$ cat src/rtl/dg_pkg.sv
package dg_pkg;

    // Qualifier states
    typedef enum logic [1:0] {
        ST_STABLE = 2'd0,
        ST_CHECK  = 2'd1,
        ST_COMMIT = 2'd2
    } qual_state_t;

    // Bus idle level, used for reset and soft reset
    localparam logic IDLE_LEVEL = 1'b1;

    // Fixed multiplier applied to delay x tick
    localparam int SPAN_FACTOR = 3;

endpackage

$ cat src/rtl/dg_sync.sv
module dg_sync #(
    parameter int   STAGES  = 2,
    parameter logic RST_VAL = 1'b1
) (
    input  logic clk,
    input  logic rst_n,
    input  logic clr,
    input  logic d,
    output logic q
);

    logic [STAGES-1:0] chain;

    always_ff @(posedge clk or negedge rst_n) begin
        if (!rst_n) begin
            chain <= {STAGES{RST_VAL}};
        end else if (clr) begin
            chain <= {STAGES{RST_VAL}};
        end else begin
            chain <= {chain[STAGES-2:0], d};
        end
    end

    assign q = chain[STAGES-1];

endmodule

$ cat src/rtl/dg_timebase.sv
module dg_timebase #(
    parameter int BASE_DIV  = 3,
    parameter int US_RATIO  = 8,
    parameter int DEC_RATIO = 10,
    parameter int SELW      = 2
) (
    input  logic            clk,
    input  logic            rst_n,
    input  logic            restart,
    input  logic [SELW-1:0] sel,
    output logic            tick
);

    localparam int NSTG = 1 << SELW;
    localparam int BW   = (BASE_DIV > 1) ? $clog2(BASE_DIV) : 1;
    localparam int RMAX = (US_RATIO > DEC_RATIO) ? US_RATIO : DEC_RATIO;
    localparam int CW   = (RMAX > 1) ? $clog2(RMAX) : 1;

    logic [BW-1:0]   base_cnt;
    logic [NSTG-1:0] tk;

    // First stage: divide the crystal clock by BASE_DIV
    always_ff @(posedge clk or negedge rst_n) begin
        if (!rst_n) begin
            base_cnt <= '0;
        end else if (restart) begin
            base_cnt <= '0;
        end else if (base_cnt == BW'(BASE_DIV - 1)) begin
            base_cnt <= '0;
        end else begin
            base_cnt <= base_cnt + 1'b1;
        end
    end

    assign tk[0] = (base_cnt == BW'(BASE_DIV - 1));

    // Cascaded decimators; stage 1 gives microseconds, later stages decades
    for (genvar i = 1; i < NSTG; i++) begin : g_stage
        localparam int RATIO = (i == 1) ? US_RATIO : DEC_RATIO;
        logic [CW-1:0] cnt;

        always_ff @(posedge clk or negedge rst_n) begin
            if (!rst_n) begin
                cnt <= '0;
            end else if (restart) begin
                cnt <= '0;
            end else if (tk[i-1]) begin
                if (cnt == CW'(RATIO - 1)) begin
                    cnt <= '0;
                end else begin
                    cnt <= cnt + 1'b1;
                end
            end
        end

        assign tk[i] = tk[i-1] && (cnt == CW'(RATIO - 1));
    end

    assign tick = tk[sel];

endmodule

$ cat src/rtl/dg_qualifier.sv
module dg_qualifier
    import dg_pkg::*;
#(
    parameter int DW   = 3,
    parameter int CNTW = 5
) (
    input  logic          clk,
    input  logic          rst_n,
    input  logic          soft_rst,
    input  logic          sync_lvl,
    input  logic          tick,
    input  logic [DW-1:0] delay,
    output logic          line_out,
    output logic          rise_pulse,
    output logic          fall_pulse,
    output logic          tb_restart
);

    qual_state_t     state_q;
    qual_state_t     state_d;
    logic [CNTW-1:0] cnt_q;
    logic [CNTW-1:0] need;
    logic            out_q;

    assign need = CNTW'(delay) * CNTW'(SPAN_FACTOR);

    // Next-state logic
    always_comb begin
        state_d    = state_q;
        tb_restart = 1'b0;
        unique case (state_q)
            ST_STABLE: begin
                if (sync_lvl != out_q) begin
                    if (delay == '0) begin
                        state_d = ST_COMMIT;
                    end else begin
                        state_d    = ST_CHECK;
                        tb_restart = 1'b1;
                    end
                end
            end
            ST_CHECK: begin
                if (sync_lvl == out_q) begin
                    state_d = ST_STABLE;
                end else if (tick && (cnt_q == need - 1'b1)) begin
                    state_d = ST_COMMIT;
                end
            end
            ST_COMMIT: begin
                state_d = ST_STABLE;
            end
            default: begin
                state_d = ST_STABLE;
            end
        endcase
    end

    // State register
    always_ff @(posedge clk or negedge rst_n) begin
        if (!rst_n) begin
            state_q <= ST_STABLE;
        end else if (soft_rst) begin
            state_q <= ST_STABLE;
        end else begin
            state_q <= state_d;
        end
    end

    // Tick counter, live only while timing a candidate level
    always_ff @(posedge clk or negedge rst_n) begin
        if (!rst_n) begin
            cnt_q <= '0;
        end else if (soft_rst || (state_q != ST_CHECK)) begin
            cnt_q <= '0;
        end else if (tick) begin
            cnt_q <= cnt_q + 1'b1;
        end
    end

    // Output register and strobes
    always_ff @(posedge clk or negedge rst_n) begin
        if (!rst_n) begin
            out_q      <= IDLE_LEVEL;
            rise_pulse <= 1'b0;
            fall_pulse <= 1'b0;
        end else if (soft_rst) begin
            out_q      <= IDLE_LEVEL;
            rise_pulse <= 1'b0;
            fall_pulse <= 1'b0;
        end else begin
            rise_pulse <= 1'b0;
            fall_pulse <= 1'b0;
            if (state_q == ST_COMMIT) begin
                out_q      <= ~out_q;
                rise_pulse <= ~out_q;
                fall_pulse <= out_q;
            end
        end
    end

    assign line_out = out_q;

endmodule

$ cat src/rtl/line_deglitch.sv
module line_deglitch
    import dg_pkg::*;
#(
    parameter int SYNC_STAGES = 2,
    parameter int BASE_DIV    = 3,
    parameter int US_RATIO    = 8,
    parameter int DEC_RATIO   = 10,
    parameter int SELW        = 2,
    parameter int DW          = 3
) (
    input  logic            clk,
    input  logic            rst_n,
    input  logic            soft_rst,
    input  logic            line_raw,
    input  logic [SELW-1:0] tick_sel,
    input  logic [DW-1:0]   filt_delay,
    output logic            line_out,
    output logic            rise_pulse,
    output logic            fall_pulse
);

    localparam int MAX_NEED = ((1 << DW) - 1) * SPAN_FACTOR;
    localparam int CNTW     = $clog2(MAX_NEED + 1);

    logic sync_lvl;
    logic tick;
    logic tb_restart;

    dg_sync #(
        .STAGES  (SYNC_STAGES),
        .RST_VAL (IDLE_LEVEL)
    ) u_sync (
        .clk   (clk),
        .rst_n (rst_n),
        .clr   (soft_rst),
        .d     (line_raw),
        .q     (sync_lvl)
    );

    dg_timebase #(
        .BASE_DIV  (BASE_DIV),
        .US_RATIO  (US_RATIO),
        .DEC_RATIO (DEC_RATIO),
        .SELW      (SELW)
    ) u_timebase (
        .clk     (clk),
        .rst_n   (rst_n),
        .restart (tb_restart || soft_rst),
        .sel     (tick_sel),
        .tick    (tick)
    );

    dg_qualifier #(
        .DW   (DW),
        .CNTW (CNTW)
    ) u_qual (
        .clk        (clk),
        .rst_n      (rst_n),
        .soft_rst   (soft_rst),
        .sync_lvl   (sync_lvl),
        .tick       (tick),
        .delay      (filt_delay),
        .line_out   (line_out),
        .rise_pulse (rise_pulse),
        .fall_pulse (fall_pulse),
        .tb_restart (tb_restart)
    );

endmodule

$ cat config.mk
export PLATFORM = sky130hd
export DESIGN_NAME = line_deglitch
export DESIGN_NICKNAME = d
export VERILOG_FILES = /design/src/rtl/dg_pkg.sv /design/src/rtl/dg_sync.sv /design/src/rtl/dg_timebase.sv /design/src/rtl/dg_qualifier.sv /design/src/rtl/line_deglitch.sv
export SDC_FILE = /design/constraint.sdc
export NUM_CORES = 1
export LEC_CHECK = 0
export ABC_AREA = 1
export BUFFER_PORTS_ARGS = -buffer_cell sky130_fd_sc_hd__buf_2
export CAP_MARGIN = 15
export CORE_MARGIN = 2
export CORE_UTILIZATION = 63
export DETAILED_ROUTE_END_ITERATION = 8
export GPL_ROUTABILITY_DRIVEN = 0
export HOLD_SLACK_MARGIN = 0.06
export PLACE_DENSITY_LB_ADDON = 0.1
export RECOVER_POWER = 25
export REMOVE_ABC_BUFFERS = 1
export SLEW_MARGIN = 20
export SYNTH_ARGS = -nofsm -noshare
export SYNTH_HDL_FRONTEND = slang
export SYNTH_SLANG_ARGS = --single-unit
$ cat constraint.sdc
create_clock -name clk -period 3.9 [get_ports clk]
set_input_delay 0.78 -clock clk [delete_from_list [all_inputs] [get_ports clk]]
set_output_delay 0.78 -clock clk [all_outputs]
set_load 0.01 [all_outputs]
## Word-level counts from Yosys, hierarchy flattened

Index checks and enable logic that the tools add are counted.

- $add $sub $neg: 6
- $mul: 1
- Order comparisons: 1
- Eq/ne operators: 12
- Muxes and demuxes: 31
- Bitwise logic cells: 1
- Reduce and logical (&&, ||, !) cells: 14

Operators with widths:

| cell | number |
|---|---|
| two-way mux 4 bit | 9 |
| two-way mux 2 bit | 8 |
| adder 4 x 1 -> 4 bit (second input constant) | 3 |
| two-way mux 1 bit | 10 |
| two-way mux 5 bit | 2 |
| nonzero test 2 bit | 5 |
| == test 4 bit (second input constant) | 2 |
| adder 5 x 1 -> 5 bit (second input constant) | 1 |
| == test 5 bit | 1 |
| multiplier 3 x 2 -> 5 bit (second input constant) | 1 |
| subtractor 5 x 1 -> 5 bit (second input constant) | 1 |
| == test 2 bit (second input constant) | 2 |
| == test 4 x 3 -> 1 bit (second input constant) | 1 |
| logical AND 1 bit | 4 |
| inequality test 4 x 2 -> 1 bit (second input constant) | 1 |
| case mux 2 bit (2 select lines) | 1 |
| logical NOT 3 bit | 1 |
| less-than comparator 2 x 3 -> 1 bit (second input constant) | 1 |
| inequality test 3 x 2 -> 1 bit (second input constant) | 1 |
| adder 2 x 1 -> 2 bit (second input constant) | 1 |
| binary-select mux 1 bit (select 2 bit) | 1 |
| == test 2 x 1 -> 1 bit (second input constant) | 1 |
| logical NOT 2 bit | 1 |
| logical OR 1 bit | 2 |
| other kinds (5) | 5 |

- Bits in registers: 26
- Input bits: 9
- Word-level logic and storage cells: 76

## Depth between registers and ports, before layout

- Word-level depth: 11
- Gate-level depth with buffers: 13
- Depth with buffers taken out: 13

## Hierarchy

From an unflattened synthesis, not the netlist that was laid out.

- Cell total of the unflattened synthesis: 214
- Area, all modules: 1646.6 um^2

Modules (own cells, without submodules):

| module | times used | cells an instance | area each (um^2) |
|---|---|---|---|
| dg_timebase | 1 | 99 | 845.8 |
| dg_qualifier | 1 | 105 | 718.2 |
| dg_sync | 1 | 7 | 71.3 |
| line_deglitch | 1 | 3 | 11.3 |

## Least setup slack after synthesis

No wires, ideal clock.

- Path kind: in2reg
- Start: input port filt_delay[0]
- End: register u_qual.state_q[1]
- Setup time: 0.069 ns
- Arrival: 1.988 ns
- Required time: 3.831 ns
- Path slack: 1.844 ns
- Stages on the path: 13
- Buffers on the path: 0
- Cells stage by stage: inv_2 nand2_1 fa_1 inv_1 nand2_1 nand2_1 nand2_1 nand2_1 nor2_1 nand3_2 nand2_1 nand2_1 nor2_2

- Cells in the longest elaborated chain, start to end: 6
- Elaborated cells between the ends (all ways): 11
- Those cells by class: 1 x add/sub; 1 x mul; 2 x eq/ne; 4 x mux; 3 x reduce/logical

Ends and longest elaborated chain:

| item | RTL line | RTL |
|---|---|---|
| from (decl) | line_deglitch.sv:16 | `input logic [DW-1:0] filt_delay,` |
| multiplier 3 x 2 -> 5 bit | dg_qualifier.sv:25 | `assign need = CNTW'(delay) * CNTW'(SPAN_FACTOR);` |
| subtractor 5 x 1 -> 5 bit | dg_qualifier.sv:45 | `end else if (tick && (cnt_q == need - 1'b1)) begin` |
| == test 5 bit | dg_qualifier.sv:45 |  |
| logical AND 1 bit | dg_qualifier.sv:45 |  |
| inequality test 4 x 2 -> 1 bit (no line) | -- |  |
| AND reduction 2 bit (no line) | -- |  |
| to (signal assigned) | dg_qualifier.sv:65 | `state_q <= state_d;` |
| to (decl) | dg_qualifier.sv:19 | `qual_state_t state_q;` |

Parallel ways exist; a longest one is shown, timed or not. The select of a mux whose other input is x is not followed.
A chain may end at the register's enable or synchronous reset.

## Worst setup path in the final report

- Start: input port filt_delay[1]
- End: register u_qual.state_q[1]

The elaborated chain is that of the path after synthesis.

==> reports/results.ini <==
[status]
outcome = complete, no violations

[global_routing]
grt.overflow.total = 0
grt_pass1_vias = 1211
largest_net_degree_at_the_start_of_global_routing = 27
grt_use_total = 0.223
grt_first_pass_wirelength_mm = 4.79
grt_antenna_before_repair = 0

[clocking]
ctsHtreeMaxLevel = 1
clock_path_buffers = 2
post-cts-setup-buffer-count = 0
cts_resized = 0
tritoncts = built
clkSlewWorstSetupHoldPaths_ps = 130
cts_hold_repair.buffers = 0
clock-sinks = 26
tritoncts.num_buffers = 3
cts-root-buf = clkbuf_4
clk_latency_worst_skew_pair_ps = 320

[cells_and_area]
drive_gt1_frac = 0.204
layout_overhead_on_the_synthesized_area_pct = 8.99
antenna_cells_inserted = 0
nNetsFinal = 229
multi_input_logic_area_um2 = 835
finalNonFillerCells = 241
seqCellArea_um2 = 654
fill_count = 200

[floorplanning]
rows = 18
coreArea_um2 = 2430
initial_util = 0.658
pin_count = 12
floorplan.die.height_um = 54.4
dieArea_um2 = 2960
fp.dieW_um = 54.4

[min_path]
hold-path-cell-count = 1
worst_hold_startpoint = u_timebase.base_cnt[0]
timing.hold.worst.class = reg2reg
hold_end = u_timebase.base_cnt[0]

[routing]
drt_iter0_markers = 25
drt-total-wl_mm = 2.73
routedWlPerCell_um = 11.3
drt-pass1-iter-count = 4
via_density_per_instance = 5.24
antenna_violating_nets_remaining = 0
detail_route.drc_violations = 0
route.vias.total = 1264

[place]
post-dp-hpwl_mm = 2.20
dp_cells = 237
place.port_buffers = 11

[yosys]
synthArstFlopShare = 1.00
synth_enable_flop_cells = 0
yosys.cell_count.top_type = nand2_1
post_synth_num_cell_types = 29
dominantRegCellSynth = dfrtp_1
post-synth-top-area-fraction = 0.360
synth.top_cells.by_area = dfrtp_1 (36%), nand2_1 (11%), ha_1 (5.5%)
yosys.area.top_type = dfrtp_1
post_synth_instance_area_um2 = 1600
synth_cells = 196
synth.ff_latch_count = 26
ys_seq_area_frac = 0.409
yosysWarningCount = 0
syn_area_per_cell_um2 = 8.16
synth_common_cells = nand2_1 (47), dfrtp_1 (23), inv_1 (21), nor2_1 (18), nand3_1 (12)

[pwr]
powerDensity_nw_per_um2 = 306
irDropWorstVdd_uv = 218
leakagePower_nw = 0.901

[sta]
fin_tns_setup_ps = 0
timing.max_slew.rel_slack = 0.122
finalMaxSlewViolations = 0
timing.final.crit_period_ps = 2020
rsz0062_at_grt = no
total_count_of_hold_check_failures_in_the_final_report = 0
setup_viol_count_final = 0
layout_worst_path_cycle_share = 0.518
worstMarginPinSlew_ps = 1320
max_freq_mhz = 495
skew_ps = 3.07

[setup_path]
worstRegToRegCells = 7
timing.critical_path.max_delay_family = simple AND/OR/NAND/NOR gates
timing.critical_path.to_type = register
regToRegSetupSlack_ps = 2310
cpMaxStageDelayCell = fa_1
worstPathMaxFanout = 8
critical_path_buf_inv_count = 3
timing.critical_path.slowest_cell_delay_ps = 520
timing.rr.start = u_qual.line_out
critPathKind = in2reg
timing.critical_path.mode_cell = nand2_1
worstPathArrival_ps = 2280
r2r_end = u_timebase.g_stage[2].cnt[2]
critPathLaunchType = primary input
critical_path.cell_chain = buf_2 -> inv_2 -> nand2_1 -> fa_1 -> inv_1 -> nand2_1 -> nand2_1 -> nand2_1 -> nand2_1 -> nor2_1 -> nand3_2 -> nand2_1 -> nand2_1 -> nor2_2
required_ps = 4160

[flow_run]
maxCapViolCount = 0

==> layout make-up <==
class	count	area share
Tap cell	30	0.0215
Timing Repair Buffer	11	0.0308
Multi-Input combinational cell	141	0.478
Clock buffer	3	0.0129
Sequential cell	26	0.375
Clock inverter	1	0.0172
Inverter	29	0.0638
==> sequential cells by signal, indices dropped and copies added, names as in the netlist <==
signal	cells
u_qual.line_out	1
u_sync.chain	2
u_qual.cnt_q	5
u_qual.rise_pulse	1
u_qual.state_q	2
u_qual.fall_pulse	1
u_timebase.g_stage.cnt	12
u_timebase.base_cnt	2
==> placed cells by master, fill, tap and decap left out, drive strengths merged, types with 7 or more instances in the layout <==
cell,netlist,final
dfrtp,23,23
a21oi,8,8
inv,29,29
buf,0,10
ha,7,7
nand2,53,53
nor2,23,23
xor2,7,7
nand3,15,15
o21ai,11,11
==> power by group <==
group          switching, W  total (W)  leakage [nW]  internal (W)
logic             0.0000471  0.0000702         0.524     0.0000232
registers        0.00000487   0.000282         0.348      0.000277
clock network     0.0000775   0.000181        0.0279      0.000104
total              0.000129   0.000534         0.901      0.000404
==> per-stage QoR <==
step | setup WS, ps | area, µm² | hold slack [ps] | utilization | total power, W
2_1_floorplan | 1840 | 1600 | 429 | - | 0.000335
4_1_cts | 1880 | 1750 | 438 | 0.718 | 0.000540
5_1_grt | 1740 | 1740 | 494 | 0.717 | 0.000561
3_5_place_dp | 1530 | 1690 | 447 | 0.696 | 0.000358
6_report | 1880 | 1740 | 461 | 0.717 | 0.000534
3_3_place_gp | 1620 | 1690 | 440 | 0.696 | 0.000355
==> cell families (layout without fill, tap and decap cells) <==
kind of cell    Yosys count  after routing  share of synthesized area
buf+inv                  29             44                     0.0696
xor+xnor                  9              9                     0.0493
mux                       1              1                    0.00704
compound gates           22             22                     0.0821
fa+ha+maj                 8              8                     0.0672
flops                    26             26                      0.409
simple gates            101            101                      0.316
==> how the worst max path moves through the flow <==
| stage | start | end | slack [ps] | cells past startpoint |
|---|---|---|---|---|
| final | filt_delay[1] | u_qual.state_q[1] | 1880 | 14 |
| after global routing | filt_delay[1] | u_qual.state_q[1] | 1740 | 14 |
| after global placement | filt_delay[1] | u_qual.state_q[1] | 1620 | 14 |
| after CTS | filt_delay[1] | u_qual.state_q[1] | 1880 | 14 |
| after floorplan | filt_delay[0] | u_qual.state_q[1] | 1840 | 13 |
| after detailed placement | filt_delay[1] | u_qual.state_q[1] | 1530 | 14 |
==> metal layers <==
layer  share of wire  vias up  GRT usage
met5               0        -          0
met4           0.011        0     0.0833
met3           0.025        4     0.0328
met2            0.53       18      0.420
met1            0.44      590      0.251
li1                -      652          -
Power figures use the tool's default switching activity.
